$ cat config.mk
export PLATFORM = sky130hd
export DESIGN_NAME = sar_adc_reader
export DESIGN_NICKNAME = d
export VERILOG_FILES = /design/src/rtl/sar_rd_pkg.sv /design/src/rtl/sar_rd_sck_gen.sv /design/src/rtl/sar_rd_shifter.sv /design/src/rtl/sar_rd_spacing.sv /design/src/rtl/sar_adc_reader.sv
export SDC_FILE = /design/constraint.sdc
export NUM_CORES = 1
export LEC_CHECK = 0
export BUFFER_PORTS_ARGS = -buffer_cell sky130_fd_sc_hd__buf_2
export CAP_MARGIN = 15
export CORE_MARGIN = 1.5
export CORE_UTILIZATION = 65
export CTS_CLUSTER_DIAMETER = 60
export DETAILED_ROUTE_END_ITERATION = 12
export HOLD_SLACK_MARGIN = 0.12
export PLACE_DENSITY = 0.95
export SLEW_MARGIN = 20
export SYNTH_ARGS = -nofsm -noshare
export SYNTH_HDL_FRONTEND = slang
export SYNTH_SLANG_ARGS = --single-unit
$ cat constraint.sdc
create_clock -name clk -period 5.85 [get_ports clk]
set_clock_uncertainty 0.05 [all_clocks]
set_input_delay 0.8775 -clock clk [delete_from_list [all_inputs] [get_ports clk]]
set_output_delay 0.8775 -clock clk [all_outputs]
set_load 0.05 [all_outputs]
$ cat src/rtl/sar_rd_pkg.sv
package sar_rd_pkg;

    typedef enum logic [2:0] {
        ST_IDLE  = 3'd0,
        ST_CONV  = 3'd1,
        ST_EN    = 3'd2,
        ST_SHIFT = 3'd3,
        ST_POST  = 3'd4
    } seq_state_e;

endpackage

$ cat src/rtl/sar_rd_sck_gen.sv
module sar_rd_sck_gen #(
    parameter int NBITS = 16,
    parameter int HI    = 4,
    parameter int LO    = 5
) (
    input  logic clk,
    input  logic rst_n,
    input  logic go,
    output logic sck,
    output logic sample,
    output logic last
);
    localparam int PER = HI + LO;
    localparam int SW  = $clog2(NBITS + 1);
    localparam int PW  = $clog2(PER);
    localparam logic [PW-1:0] HI_LAST  = PW'(HI - 1);
    localparam logic [PW-1:0] PER_LAST = PW'(PER - 1);
    localparam logic [SW-1:0] SLOT_END = SW'(NBITS);
    localparam logic [SW-1:0] SLOT_PUL = SW'(NBITS - 1);

    typedef struct packed {
        logic          act;
        logic          sck;
        logic [SW-1:0] slot;
        logic [PW-1:0] ph;
    } gen_t;

    gen_t q, d;

    always_comb begin
        d      = q;
        sample = 1'b0;
        last   = 1'b0;
        if (go) begin
            d.act  = 1'b1;
            d.sck  = 1'b1;
            d.slot = SW'(1);
            d.ph   = '0;
        end else if (q.act) begin
            if (q.ph == HI_LAST) begin
                d.sck = 1'b0;
                if (q.slot >= SW'(2)) begin
                    sample = 1'b1;
                end
                if (q.slot == SLOT_END) begin
                    last  = 1'b1;
                    d.act = 1'b0;
                end
            end
            if (q.ph == PER_LAST) begin
                d.ph   = '0;
                d.slot = q.slot + 1'b1;
                d.sck  = (q.slot < SLOT_PUL);
            end else begin
                d.ph = q.ph + 1'b1;
            end
        end
    end

    always_ff @(posedge clk or negedge rst_n) begin
        if (!rst_n) begin
            q <= '0;
        end else begin
            q <= d;
        end
    end

    assign sck = q.sck;

endmodule

$ cat src/rtl/sar_rd_shifter.sv
module sar_rd_shifter #(
    parameter int NBITS = 16
) (
    input  logic             clk,
    input  logic             rst_n,
    input  logic             cap,
    input  logic             sdo,
    output logic [NBITS-1:0] word_nx
);
    logic [NBITS-1:0] sh_q, sh_d;

    always_comb begin
        word_nx = {sh_q[NBITS-2:0], sdo};
        sh_d    = cap ? word_nx : sh_q;
    end

    always_ff @(posedge clk or negedge rst_n) begin
        if (!rst_n) begin
            sh_q <= '0;
        end else begin
            sh_q <= sh_d;
        end
    end

endmodule

$ cat src/rtl/sar_rd_spacing.sv
module sar_rd_spacing #(
    parameter int CYC = 1250
) (
    input  logic clk,
    input  logic rst_n,
    input  logic restart,
    output logic ok
);
    localparam int W = $clog2(CYC + 1);
    localparam logic [W-1:0] SAT  = W'(CYC);
    localparam logic [W-1:0] LAST = W'(CYC - 1);

    logic [W-1:0] cnt_q, cnt_d;

    always_comb begin
        cnt_d = cnt_q;
        if (restart) begin
            cnt_d = '0;
        end else if (cnt_q < SAT) begin
            cnt_d = cnt_q + 1'b1;
        end
    end

    always_ff @(posedge clk or negedge rst_n) begin
        if (!rst_n) begin
            cnt_q <= SAT;
        end else begin
            cnt_q <= cnt_d;
        end
    end

    assign ok = (cnt_q >= LAST);

endmodule

$ cat src/rtl/sar_adc_reader.sv
module sar_adc_reader
    import sar_rd_pkg::*;
#(
    parameter int DW            = 16,
    parameter int CONV_CYC      = 800,
    parameter int CNVH_CYC      = 3,
    parameter int EN_CYC        = 6,
    parameter int SCK_HI_CYC    = 4,
    parameter int SCK_LO_CYC    = 5,
    parameter int ACQ_CYC       = 450,
    parameter int CYCLE_MIN_CYC = 1250
) (
    input  logic          clk,
    input  logic          rst_n,
    input  logic          start_i,
    output logic          busy_o,
    output logic          valid_o,
    output logic [DW-1:0] result_o,
    output logic          cnv_o,
    output logic          sck_o,
    input  logic          sdo_i
);
    localparam int T1   = (CONV_CYC > EN_CYC) ? CONV_CYC : EN_CYC;
    localparam int T2   = (ACQ_CYC > CNVH_CYC) ? ACQ_CYC : CNVH_CYC;
    localparam int TMAX = (T1 > T2) ? T1 : T2;
    localparam int CW   = $clog2(TMAX + 1);
    localparam logic [CW-1:0] CONV_LAST = CW'(CONV_CYC - 1);
    localparam logic [CW-1:0] EN_LAST   = CW'(EN_CYC - 1);
    localparam logic [CW-1:0] CNVH_LAST = CW'(CNVH_CYC - 1);
    localparam logic [CW-1:0] ACQ_LAST  = CW'(ACQ_CYC - 1);
    localparam logic [CW-1:0] CNT_SAT   = '1;

    typedef struct packed {
        seq_state_e    state;
        logic [CW-1:0] cnt;
        logic          cnv;
        logic          valid;
        logic [DW-1:0] result;
    } regs_t;

    regs_t q, d;

    logic          sck_go, sck_sample, sck_last, cap_msb, restart, space_ok;
    logic [DW-1:0] word_nx;

    sar_rd_sck_gen #(
        .NBITS(DW),
        .HI   (SCK_HI_CYC),
        .LO   (SCK_LO_CYC)
    ) u_sck (
        .clk   (clk),
        .rst_n (rst_n),
        .go    (sck_go),
        .sck   (sck_o),
        .sample(sck_sample),
        .last  (sck_last)
    );

    sar_rd_shifter #(
        .NBITS(DW)
    ) u_shift (
        .clk    (clk),
        .rst_n  (rst_n),
        .cap    (cap_msb | sck_sample),
        .sdo    (sdo_i),
        .word_nx(word_nx)
    );

    sar_rd_spacing #(
        .CYC(CYCLE_MIN_CYC)
    ) u_space (
        .clk    (clk),
        .rst_n  (rst_n),
        .restart(restart),
        .ok     (space_ok)
    );

    always_comb begin
        d       = q;
        d.valid = 1'b0;
        sck_go  = 1'b0;
        cap_msb = 1'b0;
        restart = 1'b0;
        case (q.state)
            ST_IDLE: begin
                if (start_i) begin
                    d.state = ST_CONV;
                    d.cnt   = '0;
                    d.cnv   = 1'b1;
                    restart = 1'b1;
                end
            end
            ST_CONV: begin
                d.cnt = q.cnt + 1'b1;
                if (q.cnt == CONV_LAST) begin
                    d.cnv   = 1'b0;
                    d.cnt   = '0;
                    d.state = ST_EN;
                end
            end
            ST_EN: begin
                d.cnt = q.cnt + 1'b1;
                if (q.cnt == EN_LAST) begin
                    sck_go  = 1'b1;
                    cap_msb = 1'b1;
                    d.state = ST_SHIFT;
                end
            end
            ST_SHIFT: begin
                if (sck_last) begin
                    d.valid  = 1'b1;
                    d.result = word_nx;
                    d.cnv    = 1'b1;
                    d.cnt    = '0;
                    d.state  = ST_POST;
                end
            end
            ST_POST: begin
                if (q.cnt != CNT_SAT) begin
                    d.cnt = q.cnt + 1'b1;
                end
                if (q.cnt == CNVH_LAST) begin
                    d.cnv = 1'b0;
                end
                if ((q.cnt >= ACQ_LAST) && (q.cnt >= CNVH_LAST) && space_ok) begin
                    d.cnv   = 1'b0;
                    d.state = ST_IDLE;
                end
            end
            default: begin
                d = '0;
            end
        endcase
    end

    always_ff @(posedge clk or negedge rst_n) begin
        if (!rst_n) begin
            q <= '0;
        end else begin
            q <= d;
        end
    end

    assign busy_o   = (q.state != ST_IDLE);
    assign valid_o  = q.valid;
    assign result_o = q.result;
    assign cnv_o    = q.cnv;

endmodule

==> flow_metrics.env <==
export IMPL_wl_per_cell_um=18.27
export IMPL_post_place_ws_ps=3221
export IMPL_io_pins=24
export IMPL_r2r_start="u_sck.q[4]"
export IMPL_synth_largest_area_cell="dfrtp_1"
export IMPL_path_cells="inv_1 > ha_1 > nand4bb_1 > or4_1 > nor3_2 > a22o_1"
export IMPL_cp_startpoint="u_sck.q[4]"
export IMPL_synth_edf_count=0
export IMPL_rsz0062_at_grt="false"
export IMPL_met2_usage=0.4670
export IMPL_worst_slack_ps=3110
export IMPL_powerDensity_mw_per_mm2=321.6
export IMPL_async_flop_share=1.000
export IMPL_portBuffers=23
export IMPL_grt_pass1_wl_um=12740
export IMPL_synthTopCellsByCount="dfrtp_1, nor2_1, a22o_1, nand2_1, mux2_2"
export IMPL_synthesis_area_mm2=0.003510
export IMPL_cts_sinks=68
export IMPL_multi_input_comb_area_mm2=0.001555
export IMPL_critPathRequiredTime_ps=6080
export IMPL_r2r_end="result_o[3]"
export IMPL_critPathKind="reg -> reg"
export IMPL_cts_setup_buffers=0
export IMPL_crit_path_end_kind="flop"
export IMPL_r2r_cells=6
export IMPL_ys_ff_latch=68
export IMPL_critPathMaxFanout=16
export IMPL_viasPerCell=6.333
export IMPL_drc=0
export IMPL_num_nets_final=355
export IMPL_gr_usage_met1=0.3365
export IMPL_dp_cells=399
export IMPL_crit_path_max_incr_delay_ps=860
export IMPL_netlist_instances=337
export IMPL_cp_arrival_ps=2970
export IMPL_yosys_area_top_type_share=0.4492
export IMPL_postCtsHoldBufs=0
export IMPL_finalNonFillerCells=415
export IMPL_area_sequential_mm2=0.001708
export IMPL_ys_seq_area_frac=0.4866
export IMPL_dr_pass1_iters=4
export IMPL_coreArea_mm2=0.005172
export IMPL_antenna_found_initial=0
export IMPL_num_vias=2628
export IMPL_fmax_mhz=364.9
export IMPL_status="completed"
export IMPL_cts_resized=0
export IMPL_die_h_um=76.48
export IMPL_synthesis_nets=352
export IMPL_die_area_mm2=0.005849
export IMPL_cts_tree="done"
export IMPL_hold_end="result_o[6]"
export IMPL_die_x_um=76.48
export IMPL_synth_ff_type="dfrtp_1"
export IMPL_final_hold_viol_count=0
export IMPL_path_clk_slew_ps=70
export IMPL_ctsHtreeMaxLevel=3
export IMPL_ant_nets=0
export IMPL_gp_routability_congestion=0.8751
export IMPL_synth_cell_type_count=58
export IMPL_rrSetupSlack_ps=3110
export IMPL_cp_start_kind="flop"
export IMPL_syn2layout_area_growth_pct=7.273
export IMPL_drt_total_wl_um=7583
export IMPL_slew_headroom=0.3080
export IMPL_synth_avg_cell_area_um2=10.41
export IMPL_setup_tns_ps=0
export IMPL_grt_max_degree=69
export IMPL_busiest_layer="met2"
export IMPL_nFillCells=319
export IMPL_finalMaxSlewViolations=0
export IMPL_drive_above_1_share=0.2000
export IMPL_synth_most_common_cell="dfrtp_1"
export IMPL_dp_hpwl_um=4870
export IMPL_start_util=0.6785
export IMPL_ys_warnings_count=0
export IMPL_hold_path_class="reg -> reg"
export IMPL_tightest_slew_ps=1032
export IMPL_rows=26
export IMPL_drtIter0Drc=197
export IMPL_min_from="result_o[6]"
export IMPL_clkLatencyLatePin_ps=360
export IMPL_diodes=0
export IMPL_max_cap_viol_count=0
export IMPL_cts_root_buf="clkbuf_8"
export IMPL_grt_pass1_vias=2644
export IMPL_fin_hold_ws_ps=456.2
export IMPL_cts_path_max_buffers=2
export IMPL_p_leak_nw=1.798
export IMPL_hold_depth=1
export IMPL_grt_ovfl_total=0
export IMPL_synthTopCellsByArea="dfrtp_1, mux2_2, a22o_1, nor2_1, ha_1"
export IMPL_period_share=0.4684
export IMPL_track_usage=0.2827
export IMPL_post_route_util=0.7279
export IMPL_min_period_ps=2740
export IMPL_slowest_stage="nor3_2"
export IMPL_use_met3=0.08623
export IMPL_vdd_drop_max_mv=0.1379
export IMPL_cts_made_buffers=9
export IMPL_setup_violations=0
sequential cells by signal (all words and copies together), names as in the netlist:
register       flops
u_sck.sck          1
valid_o            1
u_sck.q           10
cnv_o              1
u_shift.sh_q      15
q                 13
result_o          16
u_space.cnt_q     11
cells by family (layout without fill, tap and decap cells):
family | Yosys count | after routing | share of synthesized area
XOR/XNOR | 13 | 13 | 0.03244
AND/OR/NAND/NOR | 113 | 113 | 0.1711
adder cells (fa/ha/maj) | 11 | 11 | 0.03922
buffers and inverters | 47 | 55 | 0.07095
flip-flops | 68 | 68 | 0.4866
multiplexers | 18 | 18 | 0.05740
AO/OA/AOI/OAI | 67 | 67 | 0.1423
metrics by stage:
stage                     instance area [um2]   power, W
after floorplan                          3510  0.0007057
after global placement                   3527  0.0007431
after detailed placement                 3527  0.0007588
after CTS                                3762   0.001211
after global routing                     3765   0.001268
final                                    3765   0.001211
final cells by class:
class | instances | share of cell area
Clock buffer | 11 | 0.04021
Clock inverter | 5 | 0.02227
Inverter | 15 | 0.01496
Multi-Input combinational cell | 222 | 0.4131
Sequential cell | 68 | 0.4536
Tap cell | 70 | 0.02326
Timing Repair Buffer | 24 | 0.03257
worst max-delay path, delay by kind of cell (launching register included):
family / cells / cell delay [ps]
AND/OR/NAND/NOR: 3 / 1600
flip-flops: 1 / 420
AO/OA/AOI/OAI: 1 / 280
adder cells (fa/ha/maj): 1 / 170
buffers and inverters: 1 / 140
placed cells by master, fill, tap and decap left out, types with 4 or more instances in the layout:
cell,instances
and4_1,4
a22o_1,21
dfrtp_1,63
nor3b_1,6
a211o_1,6
xnor2_1,8
nor3_1,4
xor2_1,5
o21ai_0,11
nand2_1,21
nand4_1,7
clkbuf_8,11
nor2_1,40
a21oi_1,8
nand3_1,8
ha_1,11
inv_1,15
buf_2,23
dfstp_2,5
mux2_2,17
per-layer routing:
metal | part of all wire | up-vias
met5 | 0 | -
met4 | 0.033 | 0
met3 | 0.051 | 24
met2 | 0.50 | 100
met1 | 0.41 | 1311
li1 | - | 1193
where the power goes:
| part | internal (W) | total (W) | switching, W |
|---|---|---|---|
| registers | 0.000513 | 0.000569 | 0.0000556 |
| logic | 0.0000842 | 0.000190 | 0.000105 |
| clock network | 0.000264 | 0.000452 | 0.000188 |
how the worst max path moves through the flow:
stage          cells past startpoint      endpoint  slack (ps)
2_1_floorplan                      9         q[18]        3480
3_3_place_gp                       7         q[18]        3340
3_5_place_dp                       6  result_o[12]        3220
4_1_cts                            6   result_o[3]        3140
5_1_grt                            6   result_o[0]        2970
6_report                           6   result_o[3]        3110
Note: power is estimated with default switching activity, not from simulation.
